===== src/rtl/decay_pkg.sv =====
package decay_pkg;

    // Power state of one line
    typedef enum logic [1:0] {
        LN_LIVE      = 2'd0,  // powered, idle count running
        LN_FRESH_OFF = 2'd1,  // switched off within the last decay period
        LN_COLD_OFF  = 2'd2   // switched off for longer than a period
    } line_mode_e;

    // Interval decision at a window close
    typedef enum logic [1:0] {
        ADJ_HOLD   = 2'd0,
        ADJ_GROW   = 2'd1,
        ADJ_SHRINK = 2'd2
    } adj_e;

endpackage


===== src/rtl/decay_line_cell.sv =====
module decay_line_cell
    import decay_pkg::*;
#(
    parameter int CNT_W = 2
) (
    input  logic clk,
    input  logic rst_n,
    input  logic tick,
    input  logic hit,
    output logic pwr_en,
    output logic valid,
    output logic recent
);

    localparam logic [CNT_W-1:0] CNT_TOP = '1;

    typedef struct packed {
        logic [CNT_W-1:0] cnt;
        line_mode_e       mode;
        logic             valid;
    } cell_t;

    cell_t cell_d, cell_q;

    always_comb begin
        cell_d = cell_q;
        if (hit) begin
            // an access wins over a coincident tick
            cell_d.cnt   = '0;
            cell_d.mode  = LN_LIVE;
            cell_d.valid = 1'b1;
        end else if (tick) begin
            case (cell_q.mode)
                LN_LIVE: begin
                    if (cell_q.cnt == CNT_TOP) begin
                        cell_d.cnt   = '0;
                        cell_d.mode  = LN_FRESH_OFF;
                        cell_d.valid = 1'b0;
                    end else begin
                        cell_d.cnt = cell_q.cnt + 1'b1;
                    end
                end
                LN_FRESH_OFF: begin
                    if (cell_q.cnt == CNT_TOP) begin
                        cell_d.cnt  = '0;
                        cell_d.mode = LN_COLD_OFF;
                    end else begin
                        cell_d.cnt = cell_q.cnt + 1'b1;
                    end
                end
                default: cell_d = cell_q;
            endcase
        end
    end

    always_ff @(posedge clk or negedge rst_n) begin
        if (!rst_n) begin
            cell_q <= '{cnt: '0, mode: LN_LIVE, valid: 1'b0};
        end else begin
            cell_q <= cell_d;
        end
    end

    assign pwr_en = (cell_q.mode == LN_LIVE);
    assign valid  = cell_q.valid;
    assign recent = (cell_q.mode == LN_FRESH_OFF);

endmodule


===== src/rtl/decay_line_bank.sv =====
module decay_line_bank #(
    parameter int NUM_LINES = 64,
    parameter int CNT_W     = 2,
    localparam int IDX_W    = (NUM_LINES > 1) ? $clog2(NUM_LINES) : 1
) (
    input  logic                 clk,
    input  logic                 rst_n,
    input  logic                 tick,
    input  logic                 acc_valid,
    input  logic [IDX_W-1:0]     acc_idx,
    output logic [NUM_LINES-1:0] pwr_en,
    output logic [NUM_LINES-1:0] valid,
    output logic [NUM_LINES-1:0] recent
);

    for (genvar g = 0; g < NUM_LINES; g++) begin : g_line
        logic hit;
        assign hit = acc_valid && (acc_idx == IDX_W'(g));

        decay_line_cell #(
            .CNT_W (CNT_W)
        ) u_cell (
            .clk    (clk),
            .rst_n  (rst_n),
            .tick   (tick),
            .hit    (hit),
            .pwr_en (pwr_en[g]),
            .valid  (valid[g]),
            .recent (recent[g])
        );
    end

endmodule


===== src/rtl/decay_tick_gen.sv =====
module decay_tick_gen #(
    parameter int TICK_W = 16
) (
    input  logic              clk,
    input  logic              rst_n,
    input  logic [TICK_W-1:0] interval,
    output logic              tick
);

    typedef struct packed {
        logic [TICK_W-1:0] phase;
    } tg_t;

    tg_t tg_d, tg_q;

    // interval only changes on a tick, when phase restarts, so
    // phase never runs past the new limit
    assign tick = (tg_q.phase == interval - 1'b1);

    always_comb begin
        tg_d = tg_q;
        if (tick) begin
            tg_d.phase = '0;
        end else begin
            tg_d.phase = tg_q.phase + 1'b1;
        end
    end

    always_ff @(posedge clk or negedge rst_n) begin
        if (!rst_n) begin
            tg_q <= '{phase: '0};
        end else begin
            tg_q <= tg_d;
        end
    end

endmodule


===== src/rtl/decay_adapt_ctrl.sv =====
module decay_adapt_ctrl
    import decay_pkg::*;
#(
    parameter int TICK_W       = 16,
    parameter int TICK_DEFAULT = 2500,
    parameter int TICK_MIN     = 625,
    parameter int TICK_MAX     = 40000,
    parameter int WIN_TICKS    = 16,
    localparam int WIN_W       = (WIN_TICKS > 1) ? $clog2(WIN_TICKS) : 1
) (
    input  logic              clk,
    input  logic              rst_n,
    input  logic              tick,
    input  logic              quick_miss,
    input  logic              adapt_en,
    output logic [TICK_W-1:0] interval
);

    localparam logic [TICK_W:0]    MAX_WIDE = (TICK_W+1)'(TICK_MAX);
    localparam logic [TICK_W-1:0]  MAX_N    = TICK_W'(TICK_MAX);
    localparam logic [TICK_W-1:0]  MIN_N    = TICK_W'(TICK_MIN);
    localparam logic [TICK_W-1:0]  DEF_N    = TICK_W'(TICK_DEFAULT);
    localparam logic [WIN_W-1:0]   WIN_LAST = WIN_W'(WIN_TICKS - 1);

    typedef struct packed {
        logic [TICK_W-1:0] interval;
        logic [WIN_W-1:0]  win;
        logic              seen;
    } ad_t;

    ad_t ad_d, ad_q;

    logic              seen_now;
    logic              closing;
    adj_e              decision;
    logic [TICK_W:0]   doubled;
    logic [TICK_W-1:0] halved;
    logic [TICK_W-1:0] grown;
    logic [TICK_W-1:0] shrunk;

    always_comb begin
        seen_now = ad_q.seen | quick_miss;
        closing  = tick && (ad_q.win == WIN_LAST);

        doubled = {ad_q.interval, 1'b0};
        halved  = ad_q.interval >> 1;
        grown   = (doubled > MAX_WIDE) ? MAX_N : doubled[TICK_W-1:0];
        shrunk  = (halved < MIN_N) ? MIN_N : halved;

        if (!closing || !adapt_en) begin
            decision = ADJ_HOLD;
        end else if (seen_now) begin
            decision = ADJ_GROW;
        end else begin
            decision = ADJ_SHRINK;
        end
    end

    always_comb begin
        ad_d      = ad_q;
        ad_d.seen = seen_now;
        if (tick) begin
            if (closing) begin
                ad_d.win  = '0;
                ad_d.seen = 1'b0;
            end else begin
                ad_d.win = ad_q.win + 1'b1;
            end
        end
        case (decision)
            ADJ_GROW:   ad_d.interval = grown;
            ADJ_SHRINK: ad_d.interval = shrunk;
            default:    ad_d.interval = ad_q.interval;
        endcase
    end

    always_ff @(posedge clk or negedge rst_n) begin
        if (!rst_n) begin
            ad_q <= '{interval: DEF_N, win: '0, seen: 1'b0};
        end else begin
            ad_q <= ad_d;
        end
    end

    assign interval = ad_q.interval;

endmodule


===== src/rtl/cache_decay_ctrl.sv =====
module cache_decay_ctrl #(
    parameter int NUM_LINES    = 64,
    parameter int CNT_W        = 2,
    parameter int TICK_W       = 16,
    parameter int TICK_DEFAULT = 2500,
    parameter int TICK_MIN     = 625,
    parameter int TICK_MAX     = 40000,
    parameter int WIN_TICKS    = 16,
    localparam int IDX_W       = (NUM_LINES > 1) ? $clog2(NUM_LINES) : 1
) (
    input  logic                 clk,
    input  logic                 rst_n,
    input  logic                 adapt_en,
    input  logic                 acc_valid,
    input  logic [IDX_W-1:0]     acc_idx,
    input  logic                 miss_valid,
    input  logic [IDX_W-1:0]     miss_idx,
    output logic [NUM_LINES-1:0] line_pwr_en,
    output logic [NUM_LINES-1:0] line_valid,
    output logic                 decay_miss,
    output logic                 decay_tick,
    output logic [TICK_W-1:0]    tick_interval
);

    typedef struct packed {
        logic decay_miss;
    } top_t;

    top_t top_d, top_q;

    logic [NUM_LINES-1:0] line_recent;
    logic                 quick_miss;

    decay_tick_gen #(
        .TICK_W (TICK_W)
    ) u_tick (
        .clk      (clk),
        .rst_n    (rst_n),
        .interval (tick_interval),
        .tick     (decay_tick)
    );

    decay_line_bank #(
        .NUM_LINES (NUM_LINES),
        .CNT_W     (CNT_W)
    ) u_bank (
        .clk       (clk),
        .rst_n     (rst_n),
        .tick      (decay_tick),
        .acc_valid (acc_valid),
        .acc_idx   (acc_idx),
        .pwr_en    (line_pwr_en),
        .valid     (line_valid),
        .recent    (line_recent)
    );

    // early miss: the missing line was switched off within the last period
    assign quick_miss = miss_valid && line_recent[miss_idx];

    decay_adapt_ctrl #(
        .TICK_W       (TICK_W),
        .TICK_DEFAULT (TICK_DEFAULT),
        .TICK_MIN     (TICK_MIN),
        .TICK_MAX     (TICK_MAX),
        .WIN_TICKS    (WIN_TICKS)
    ) u_adapt (
        .clk        (clk),
        .rst_n      (rst_n),
        .tick       (decay_tick),
        .quick_miss (quick_miss),
        .adapt_en   (adapt_en),
        .interval   (tick_interval)
    );

    always_comb begin
        top_d            = top_q;
        top_d.decay_miss = acc_valid && !line_pwr_en[acc_idx];
    end

    always_ff @(posedge clk or negedge rst_n) begin
        if (!rst_n) begin
            top_q <= '{decay_miss: 1'b0};
        end else begin
            top_q <= top_d;
        end
    end

    assign decay_miss = top_q.decay_miss;

endmodule


===== config.mk =====
export PLATFORM = sky130hd
export DESIGN_NAME = cache_decay_ctrl
export DESIGN_NICKNAME = d
export VERILOG_FILES = /design/src/rtl/decay_pkg.sv /design/src/rtl/decay_line_cell.sv /design/src/rtl/decay_line_bank.sv /design/src/rtl/decay_tick_gen.sv /design/src/rtl/decay_adapt_ctrl.sv /design/src/rtl/cache_decay_ctrl.sv
export SDC_FILE = /design/constraint.sdc
export NUM_CORES = 1
export LEC_CHECK = 0
export ABC_AREA = 1
export BUFFER_PORTS_ARGS = -buffer_cell sky130_fd_sc_hd__buf_2
export CAP_MARGIN = 25
export CORE_MARGIN = 1
export CORE_UTILIZATION = 32
export CTS_CLUSTER_SIZE = 24
export DETAILED_ROUTE_END_ITERATION = 6
export PLACE_DENSITY = 0.56
export SYNTH_ARGS = -nofsm -noshare
export SYNTH_HDL_FRONTEND = slang
export SYNTH_SLANG_ARGS = --single-unit

===== constraint.sdc =====
create_clock -name clk -period 5.9 [get_ports clk]
set_input_delay 0.59 -clock clk [delete_from_list [all_inputs] [get_ports clk]]
set_output_delay 0.59 -clock clk [all_outputs]
set_load 0.005 [all_outputs]

**After elaboration in Yosys (flattened, before gate mapping)**

Index checks and enable logic that the tools add are counted.

- Output and inout bits: 146
- Bits of input ports: 17
- Register bits after elaboration: 358
- Logic and storage cells: 1638

- $lt $le $gt $ge: 4
- Multiplexer cells: 461
- Reductions and logical operators: 585
- Equal/unequal tests: 323
- Bitwise logic cells: 1
- Add/subtract/negate cells: 67

Operator list:

| kind | number |
|---|---|
| 5-bit two-way mux | 128 |
| 4-bit case mux with 2 select lines | 64 |
| 2-bit nonzero test | 193 |
| 3-bit by 1-bit inequality test with 1-bit output (second input constant) | 128 |
| 2-bit two-way mux | 130 |
| 4-bit AND reduction | 64 |
| 6-bit == test (second input constant) | 32 |
| 3-bit two-way mux | 64 |
| 3-bit AND reduction | 64 |
| 3-bit nonzero test | 64 |
| 2-bit by 1-bit == test with 1-bit output (second input constant) | 65 |
| 2-bit == test (second input constant) | 65 |
| 2-bit by 1-bit adder with 2-bit output (second input constant) | 64 |
| 2-bit logical NOT | 64 |
| 2-bit AND reduction | 64 |
| 6-bit by 5-bit == test with 1-bit output (second input constant) | 16 |
| 1-bit two-way mux | 68 |
| 1-bit logical AND | 67 |
| 6-bit by 4-bit == test with 1-bit output (second input constant) | 8 |
| 16-bit two-way mux | 2 |
| 16-bit case mux with 2 select lines | 1 |
| 6-bit by 3-bit == test with 1-bit output (second input constant) | 4 |
| 17-bit by 16-bit > comparator with 1-bit output (second input constant) | 1 |
| 16-bit by 1-bit adder with 16-bit output (second input constant) | 1 |
| other kinds (15) | 20 |

**Logic depth before layout (Yosys ltp)**

Gate-level depths: netlist (run 1).

- Depth after elaboration: 9
- Mapped depth: 19

**Modules after synthesis**

A second synthesis (run 1) with hierarchy kept.

- Cell total of the unflattened synthesis: 3038
- Area, all modules: 21599.5 um^2

Modules (own cells, without submodules):

| module | sequential area each (um^2) | area an instance (um^2) | cells an instance | instances |
|---|---|---|---|---|
| decay_line_cell at u_bank.g_line[35].u_cell ... | 125.1 | 257.7 | 34 | 35 |
| decay_line_cell at u_bank.g_line[0].u_cell ... | 125.1 | 267.8 | 34 | 28 |
| decay_tick_gen | 400.4 | 1562.7 | 251 | 1 |
| cache_decay_ctrl | 25.0 | 1432.6 | 304 | 1 |
| decay_adapt_ctrl | 531.8 | 1392.6 | 204 | 1 |
| decay_line_bank | 0.0 | 445.4 | 104 | 1 |
| decay_line_cell at u_bank.g_line[5].u_cell | 125.1 | 247.7 | 33 | 1 |

**Worst setup path after synthesis (run 1)**

No wires, ideal clock.

- Kind: flip-flop to output port
- From: register u_adapt.ad_q, in the netlist u_adapt.interval[1]
- To: output port decay_tick
- Path buffers: 2
- Cell stages (with the launch flop): 16
- Setup slack: 3292 ps
- Data arrival time: 2018 ps
- Cell sequence: dfrtp_1 -> inv_1 -> ha_1 -> buf_2 -> inv_1 -> nand2_1 -> nand3_1 -> nand2_1 -> nor2_1 -> nand3_1 -> nor2_1 -> nand2_1 -> nor2_2 -> nand3_2 -> inv_2 -> buf_2

- Word-level cells in the longest chain between the ends: 2

Ends and longest elaborated chain:

| element | line | source |
|---|---|---|
| start: declaration | decay_adapt_ctrl.sv:31 | `ad_t ad_d, ad_q;` |
| start signal: assignment | decay_adapt_ctrl.sv:79 | `ad_q <= '{interval: DEF_N, win: '0, seen: 1'b0};` |
| 16-bit by 1-bit subtractor with 16-bit output | decay_tick_gen.sv:18 | `assign tick = (tg_q.phase == interval - 1'b1);` |
| 16-bit == test | decay_tick_gen.sv:18 |  |
| end: declaration | cache_decay_ctrl.sv:21 | `output logic decay_tick,` |

Every way passes these cells.

**Worst setup path after layout (run 1)**

Ends and elaborated chain as after synthesis.

==> results of run 1 <==
## kinds of logic (layout without fill, tap and decap cells)
group / count (synthesis) / after routing / synth area share
and+or+nand+nor: 1330 / 1330 / 0.2812
muxes: 3 / 3 / 0.001471
buffers and inverters: 518 / 587 / 0.1242
adders and majority gates: 67 / 67 / 0.04106
AOI/OAI and AO/OA: 381 / 381 / 0.1031
other: 0 / 2 / 0
DFF: 358 / 358 / 0.4391
xor gates and xnor gates: 23 / 23 / 0.009868
## critical path: stages, from the launching register on
cell and delay, ns:
dfrtp_1 0.44, inv_1 0.14, ha_1 0.36, nand2_2 0.14, nor2_2 0.16, nand2_1 0.06
nand2_1 0.12, nand2_1 0.08, nor2_1 0.10, nand2_1 0.06, nor2_2 0.15, nand3_4 0.51
inv_2 0.82, buf_2 0.26
## placed cells by master (no fill, tap or decap), types with 4 or more instances in the layout
cell       Yosys  routed
nand2_1      600     600
dfrtp_1      353     353
inv_1        334     334
nor2_1       296     296
nand3_1      294     294
o21ai_0      162     162
buf_2         16     162
a21oi_1      122     122
ha_1          67      67
clkbuf_16      0      43
nor3_1        39      39
o21ai_1       31      31
nor2_2        29      29
nand4_1       25      25
xnor2_1       14      14
nand3b_1      13      13
o22ai_1       12      12
nor2_4        10      10
o211a_1       10      10
xor2_1         9       9
or2_2          9       9
clkbuf_1      15       9
buf_4        144       9
a21boi_0       8       8
clkbuf_8       0       7
a21boi_1       6       6
a221oi_1       5       5
dfstp_2        5       5
nand2_2        4       4
o32ai_1        4       4
nor4_1         4       4
a31oi_1        4       4
clkinv_2       0       4
bufinv_16      0       4
## cell usage after synthesis, types with 2 or more instances
| library cell | number |
|---|---|
| buf_4 | 144 |
| xor2_1 | 9 |
| nor2_2 | 29 |
| o21a_1 | 2 |
| a211o_1 | 2 |
| a21oi_1 | 122 |
| inv_2 | 3 |
| o211a_1 | 10 |
| a221oi_1 | 5 |
| a31oi_1 | 4 |
| o22ai_1 | 12 |
| nand2_1 | 600 |
| clkbuf_1 | 15 |
| o211ai_1 | 2 |
| nor2_4 | 10 |
| buf_6 | 4 |
| nand2_2 | 4 |
| xnor2_1 | 14 |
| nor2_1 | 296 |
| nor4_1 | 4 |
| nand3b_1 | 13 |
| o21ai_1 | 31 |
| dfrtp_1 | 353 |
| mux2i_1 | 3 |
| buf_2 | 16 |
| nor3_2 | 2 |
| o32ai_1 | 4 |
| a21boi_0 | 8 |
| nand3_1 | 294 |
| inv_1 | 334 |
| clkinv_1 | 2 |
| a21boi_1 | 6 |
| o2111ai_1 | 3 |
| or2_2 | 9 |
| ha_1 | 67 |
| nor3_1 | 39 |
| o21ai_0 | 162 |
| dfstp_2 | 5 |
| nand4_1 | 25 |
## through the flow
stage          utilization  hold WS [ns]
3_3_place_gp        0.3352        0.4531
6_report            0.3582       0.09646
5_1_grt             0.3582        0.1697
4_1_cts             0.3577        0.1313
2_1_floorplan            -        0.2944
3_5_place_dp        0.3353        0.4586
## power groups by stage
| stage | sequential, mW | combinational (mW) | clock (mW) |
|---|---|---|---|
| 3_3_place_gp | 2.80 | 0.799 | 0 |
| 6_report | 2.76 | 0.804 | 2.69 |
| 5_1_grt | 2.78 | 0.907 | 2.86 |
| 3_5_place_dp | 2.80 | 0.810 | 0 |
| 4_1_cts | 2.75 | 0.811 | 2.76 |
| 2_1_floorplan | 2.76 | 0.556 | 0 |
## worst max-delay path by stage
stage,slack (ns),end,depth (start not counted),start
floorplan,3.29,decay_tick,15,u_adapt.interval[1]
global placement,1.91,decay_tick,11,u_adapt.interval[1]
detailed placement,1.84,decay_tick,11,u_adapt.interval[1]
CTS,1.21,decay_tick,11,u_adapt.interval[1]
global route,0.93,decay_tick,11,u_adapt.interval[1]
finish,1.31,decay_tick,13,u_adapt.interval[1]
## flip-flops by register name, indices dropped and copies added, names as in the netlist
signal and cells:
u_adapt.ad_q 5, decay_miss 1, u_bank.g_line.u_cell.valid 64, u_adapt.interval 16
u_tick.tg_q 16, u_bank.g_line.u_cell.cell_q 256
## layout make-up
class	count	area, sq um	area share
diodes	2	5.005	0.0002215
clock buffers	59	1206	0.05338
clock inverters	14	203.9	0.009026
inverters	339	1272	0.05632
multi-input cells	1804	8922	0.3949
flip-flops and latches	358	8965	0.3968
well taps	846	1059	0.04685
repair buffers	175	960.9	0.04253
## metal layers
layer | GRT usage | up-vias
li1 | - | 8681
met1 | 0.2647 | 8307
met2 | 0.3060 | 518
met3 | 0.02919 | 103
met4 | 0.07237 | 6
met5 | 0 | -
==> out/results.tsv, run 1 <==
metric	value	unit
leakage	10.90	nW
async_reset_ff_frac	1.000	
drcViolationCount	1	
hpwl	46.44	mm
core-area	63080	sq um
syn_area	20410	sq um
power.internal	4.485	mW
synth_top_area_frac	0.4327	
drv_cap	0	
grt_util_all_layers	0.1929	
cts_made_buffers	42	
ys_ff_latch	358	
drive_above_1_share	0.1106	
crit_path_max_fanout	31	
combinationalPowerShare	0.129	
r2r_cells	15	
worst_skew_pair.late_latency	0.57	ns
cp_data_arrival_time	4.00	ns
total_power	6.256	mW
failed_checks	design-rule violations	
area_growth	10.68	%
grt_max_degree	106	
regToRegSetupSlack	2.07	ns
yosysSeqAreaShare	0.4391	
antenna_left	0	
drt-met1-wl	28.11	mm
rsz0062_at_grt	false	
die_w	254.6	um
syn_inst	2680	
die_height	254.6	um
layout.cells.non_filler	3597	
r2r_start	u_adapt.interval[1]	
slew_violations	0	
wl_met2	28.06	mm
place_congestion	0.9474	
final_area	22590	sq um
tightest_slew	0.8915	ns
layout_setup_ws	1.310	ns
fin_nets	2804	
path_class	reg2out	
p_clk_frac	0.431	
wl_met3	3.953	mm
final.setup.tns	0	ns
rows	92	
finalCritPeriodShare	0.7780	
synth_edf_count	0	
synth_nets	2764	
hold_viol_final	0	
num_vias	17615	
slew_headroom	0.4036	
dpl_cell_area	21150	sq um
start_util	0.3236	
p_per_area	276.9	nW/um^2
status	complete, but fails checks	
switching_share	0.2830	
clock-root-buffer	clkbuf_16	
grt_pass1_wl	95.61	mm
drtIter0Drc	1648	
firstDrtPassIters	7	
clkSinkCount	358	
syn_avg_cell_area	7.617	sq um
dp_slack	1.839	ns
dr.max_layer_used	met5	
ir_worst_vdd	174.5	uV
cts_buffer_depth	3	
synthDistinctLibCells	52	
clk_pin_slew_worst_paths	0.06	ns
crit_path_end_kind	output pin	
cts_setup_buffers	0	
finalClockSkew	0.02550	ns
detail_route.vias_per_cell	4.897	
seqPwrFrac	0.441	
antenna_found_initial	5	
grt-ovfl-total	0	
cts_hold_buf	0	
synth-main-ff-cell	dfrtp_1	
setup_viol_count_final	0	
dieArea	64810	sq um
fillers	6741	
cts_tree	built	
cts-htree-levels	2	
grt_pass1_vias	16301	
required	5.31	ns
r2r_end	u_bank.g_line[48].u_cell.valid	
yosysTopAreaCell	dfrtp_1	
min_path_type	in2async	
startpoint_type	flop	
routed_wl	62.25	mm
timing.fmax	217.8	MHz
cts-resized-gates	0	
dp.cells	3521	
synth.area.top_cells	dfrtp_1, nand2_1, nand3_1, inv_1, nor2_1	
pin_count	163	
port-buffer-count	162	
power.switching	1.771	mW
ys_warn_count	0	
fin_crit	4.590	ns
wire_per_inst	17.31	um
(Power assumes the default switching activity.)
==> inputs of run 2 (changes only) <==
--- a/config.mk
+++ b/config.mk
@@ -5,14 +5,14 @@
 export SDC_FILE = /design/constraint.sdc
 export NUM_CORES = 1
 export LEC_CHECK = 0
-export ABC_AREA = 1
+export ABC_AREA = 0
 export BUFFER_PORTS_ARGS = -buffer_cell sky130_fd_sc_hd__buf_2
 export CAP_MARGIN = 25
 export CORE_MARGIN = 1
 export CORE_UTILIZATION = 32
 export CTS_CLUSTER_SIZE = 24
 export DETAILED_ROUTE_END_ITERATION = 6
-export PLACE_DENSITY = 0.56
+export PLACE_DENSITY = 0.58
 export SYNTH_ARGS = -nofsm -noshare
 export SYNTH_HDL_FRONTEND = slang
 export SYNTH_SLANG_ARGS = --single-unit
==> constraint.sdc (replaced) <==
create_clock -name clk -period 3.9 [get_ports clk]
set_input_delay 0.39 -clock clk [delete_from_list [all_inputs] [get_ports clk]]
set_output_delay 0.39 -clock clk [all_outputs]
set_load 0.005 [all_outputs]
==> run 2 against run 1 <==
Compared with the run above:
- the run now ends clean
- routed wire length down 3.6%
- hold slack better by 0.070 ns
- sequential share of layout area up 1.6 points
- area after synthesis shrank 4.7%
- clock power grew 45%
- sequential power grew 83%
- register-to-register slack got worse by 1.7 ns
- largest cell class unchanged
==> out/results.tsv, run 2 <==
metric	value	unit	change
antenna_left	0		unchanged
start_util	0.3229		-0.0006991
area_growth	11.54	%	
cp_slowest_stage_delay	0.58	ns	-0.24 ns
largest_reg_flops	256		unchanged
die_height	248.6	um	-2.4%
total_power	10.86	mW	+74%
ys_ff_latch	358		unchanged
grt-ovfl-total	0		unchanged
ir_worst_vdd	300.2	uV	+72%
clock-root-buffer	clkbuf_16		
synth_edf_count	0		unchanged
rsz0062_at_grt	false		
crit_path_end_kind	flop		
finalCritPeriodShare	0.9059		
cp_slowest_cell	or3_4		
routed_wl	60.00	mm	-3.6%
final_area	21700	sq um	-4.0%
final_cell_mix	dfrtp_1, nor2_1, a21oi_1		
cts_tree	built		
yosys-top-cells-count	dfrtp_1, nor2_1, a21oi_1, nand2_1, o21ai_0		
antenna_found_initial	9		+4
fin_nets	2288		-18%
clkSinkCount	358		unchanged
synth-compound-area-share	0.1786		+0.07551
grt_pass1_wl	92.87	mm	-2.9%
yosys.cell_count.top_type	dfrtp_1		
yosysSeqAreaShare	0.4608		+0.02166
crit_family	simple AND/OR/NAND/NOR gates		
num_vias	16474		-6.5%
path_class	reg2reg		
cts-resized-gates	0		unchanged
wire_per_inst	19.90	um	+15%
grt_max_degree	92		-13%
tightest_slew	1.082	ns	+0.1909 ns
hpwl	43.62	mm	-6.1%
yosys.area_share.simple	0.2026		-0.07861
die_w	248.6	um	-2.4%
leakage	9.000	nW	-17%
slew_headroom	0.2762		-0.1273
drv_cap	0		unchanged
synth.area.top_cells	dfrtp_1, nor2_1, buf_4, a21oi_1, ha_1		
detail_route.vias_per_cell	5.464		+12%
drive_above_1_share	0.1613		+0.05070
pin_count	163		unchanged
dieArea	61790	sq um	-4.7%
synth-main-ff-cell	dfrtp_1		
clk_pin_slew_worst_paths	0.06	ns	about the same
synth_xor_area_frac	0.02386		+0.01399
p_per_area	500.6	nW/um^2	+81%
syn_area	19450	sq um	-4.7%
final.setup.tns	0	ns	unchanged
setup_viol_count_final	0		unchanged
cts-htree-levels	2		unchanged
startpoint_type	flop		
worst_skew_pair.late_latency	0.58	ns	about the same
syn_avg_cell_area	8.945	sq um	+17%
rows	90		-2.2%
grt_pass1_vias	15691		-3.7%
hold_viol_final	0		unchanged
port-buffer-count	162		unchanged
async_reset_ff_frac	1.000		unchanged
finalClockSkew	0.02969	ns	+0.004185 ns
timing.fmax	283.1	MHz	
synth_nets	2259		-18%
drtIter0Drc	1201		-27%
grt_util_all_layers	0.1914		-0.001539
layout_commonest_cell	dfrtp_1		
firstDrtPassIters	5		-2
fin_crit	3.533	ns	
synth.area.mux_share	0.008489		+0.007018
core-area	60250	sq um	-4.5%
path_cells	nor4_2 > nand2_1 > or3_1 > o21ai_1 > nand4bb_4 > or3_4 > buf_12 > buf_12 > nor2_1 > nand2_1 > a21oi_1		
slew_violations	0		unchanged
cts_made_buffers	41		-2.4%
status	finished clean		
synth_top_area_frac	0.4540		+0.02134
cp_data_arrival_time	4.03	ns	+0.03 ns
place_congestion	0.8761		-7.5%
required	4.39	ns	-0.92 ns
syn_inst	2175		-19%
dpl_cell_area	20340	sq um	-3.8%
synthDistinctLibCells	74		+42%
synth_fa_ha_area_frac	0.04309		+0.002026
synth_top_family_by_area	simple AND/OR/NAND/NOR gates		
yosysTopAreaCell	dfrtp_1		
largest_register	u_bank.g_line.u_cell.cell_q		
drcViolationCount	0		-1
min_path_type	in2reg		
cts_buffer_depth	3		unchanged
ys_warn_count	0		unchanged
crit_path_max_fanout	65		+110%
cp_num_buf_inv	2		-1
run 2: cells by family after synthesis:
kind of cell,Yosys count
fa+ha+maj,67
simple gates,825
xor+xnor,53
mux,10
compound gates,599
buf+inv,263
flops,358
run 2: per-layer routing:
layer,GRT usage,vias to the layer above,share of wire,wire (um)
li1,-,7576,-,-
met1,0.2485,8262,0.42,25470
met2,0.3151,531,0.48,28710
met3,0.04763,91,0.070,4180
met4,0.05413,14,0.026,1541
met5,0,-,0.0015,92
run 2: what timing repair did:
item | CTS | global route
endpoints found under the setup margin | 0 | 0
hold endpoints to repair | 67 | 0
hold buffers | 1 | 0
setup buffers | 0 | 0
run 2: worst paths after layout:
path / startpoint / end / slack, ns / cells after the start
min in group asynchronous: rst_n / u_adapt.interval[15] / 0.39 / 2
hold reg to reg: u_bank.g_line[37].u_cell.valid / u_bank.g_line[37].u_cell.valid / 0.47 / 1
hold / removal: acc_valid / decay_miss / 0.17 / 2
setup reg to reg: u_adapt.interval[4] / u_bank.g_line[60].u_cell.cell_q[3] / 0.37 / 11
setup / recovery: u_adapt.interval[4] / u_bank.g_line[60].u_cell.cell_q[3] / 0.37 / 11
max in group asynchronous: rst_n / u_bank.g_line[25].u_cell.cell_q[4] / 2.53 / 3
run 2: cell type report:
| type | count | area (sq um) |
|---|---|---|
| Multi-Input combinational cell | 1554 | 8901 |
| Timing Repair Buffer | 215 | 1381 |
| Clock buffer | 60 | 1209 |
| Clock inverter | 11 | 136.4 |
| Inverter | 34 | 127.6 |
| Fill cell | 5999 | 38540 |
| Tap cell | 782 | 978.4 |
| Sequential cell | 358 | 8965 |
| Antenna cell | 1 | 2.502 |
run 2: where the power goes:
part / internal (mW) / leakage [nW] / switching [mW]
logic: 0.842 / 4.33 / 1.09
registers: 4.35 / 4.01 / 0.689
clock network: 2.29 / 0.658 / 1.61
run 2: worst register-to-register path, stage by stage, from the launching register on:
cell       delay, ns
dfrtp_1         0.47
nor4_2          0.47
nand2_1         0.24
or3_1           0.41
o21ai_1         0.21
nand4bb_4       0.19
or3_4           0.58
buf_12          0.29
buf_12          0.23
nor2_1          0.15
nand2_1         0.08
a21oi_1         0.15
run 2: metrics by stage:
| stage | hold WS [ns] | utilization | instances | setup WS (ns) |
|---|---|---|---|---|
| after floorplan | 0.09441 | - | 2175 | 0.6647 |
| after global placement | 0.3949 | 0.3376 | 2941 | 0.4620 |
| after detailed placement | 0.4080 | 0.3376 | 2941 | 0.3549 |
| after CTS | 0.1314 | 0.3601 | 3013 | 0.3142 |
| after global routing | 0.1482 | 0.3602 | 3014 | 0.1250 |
| final | 0.1667 | 0.3602 | 3015 | 0.3671 |
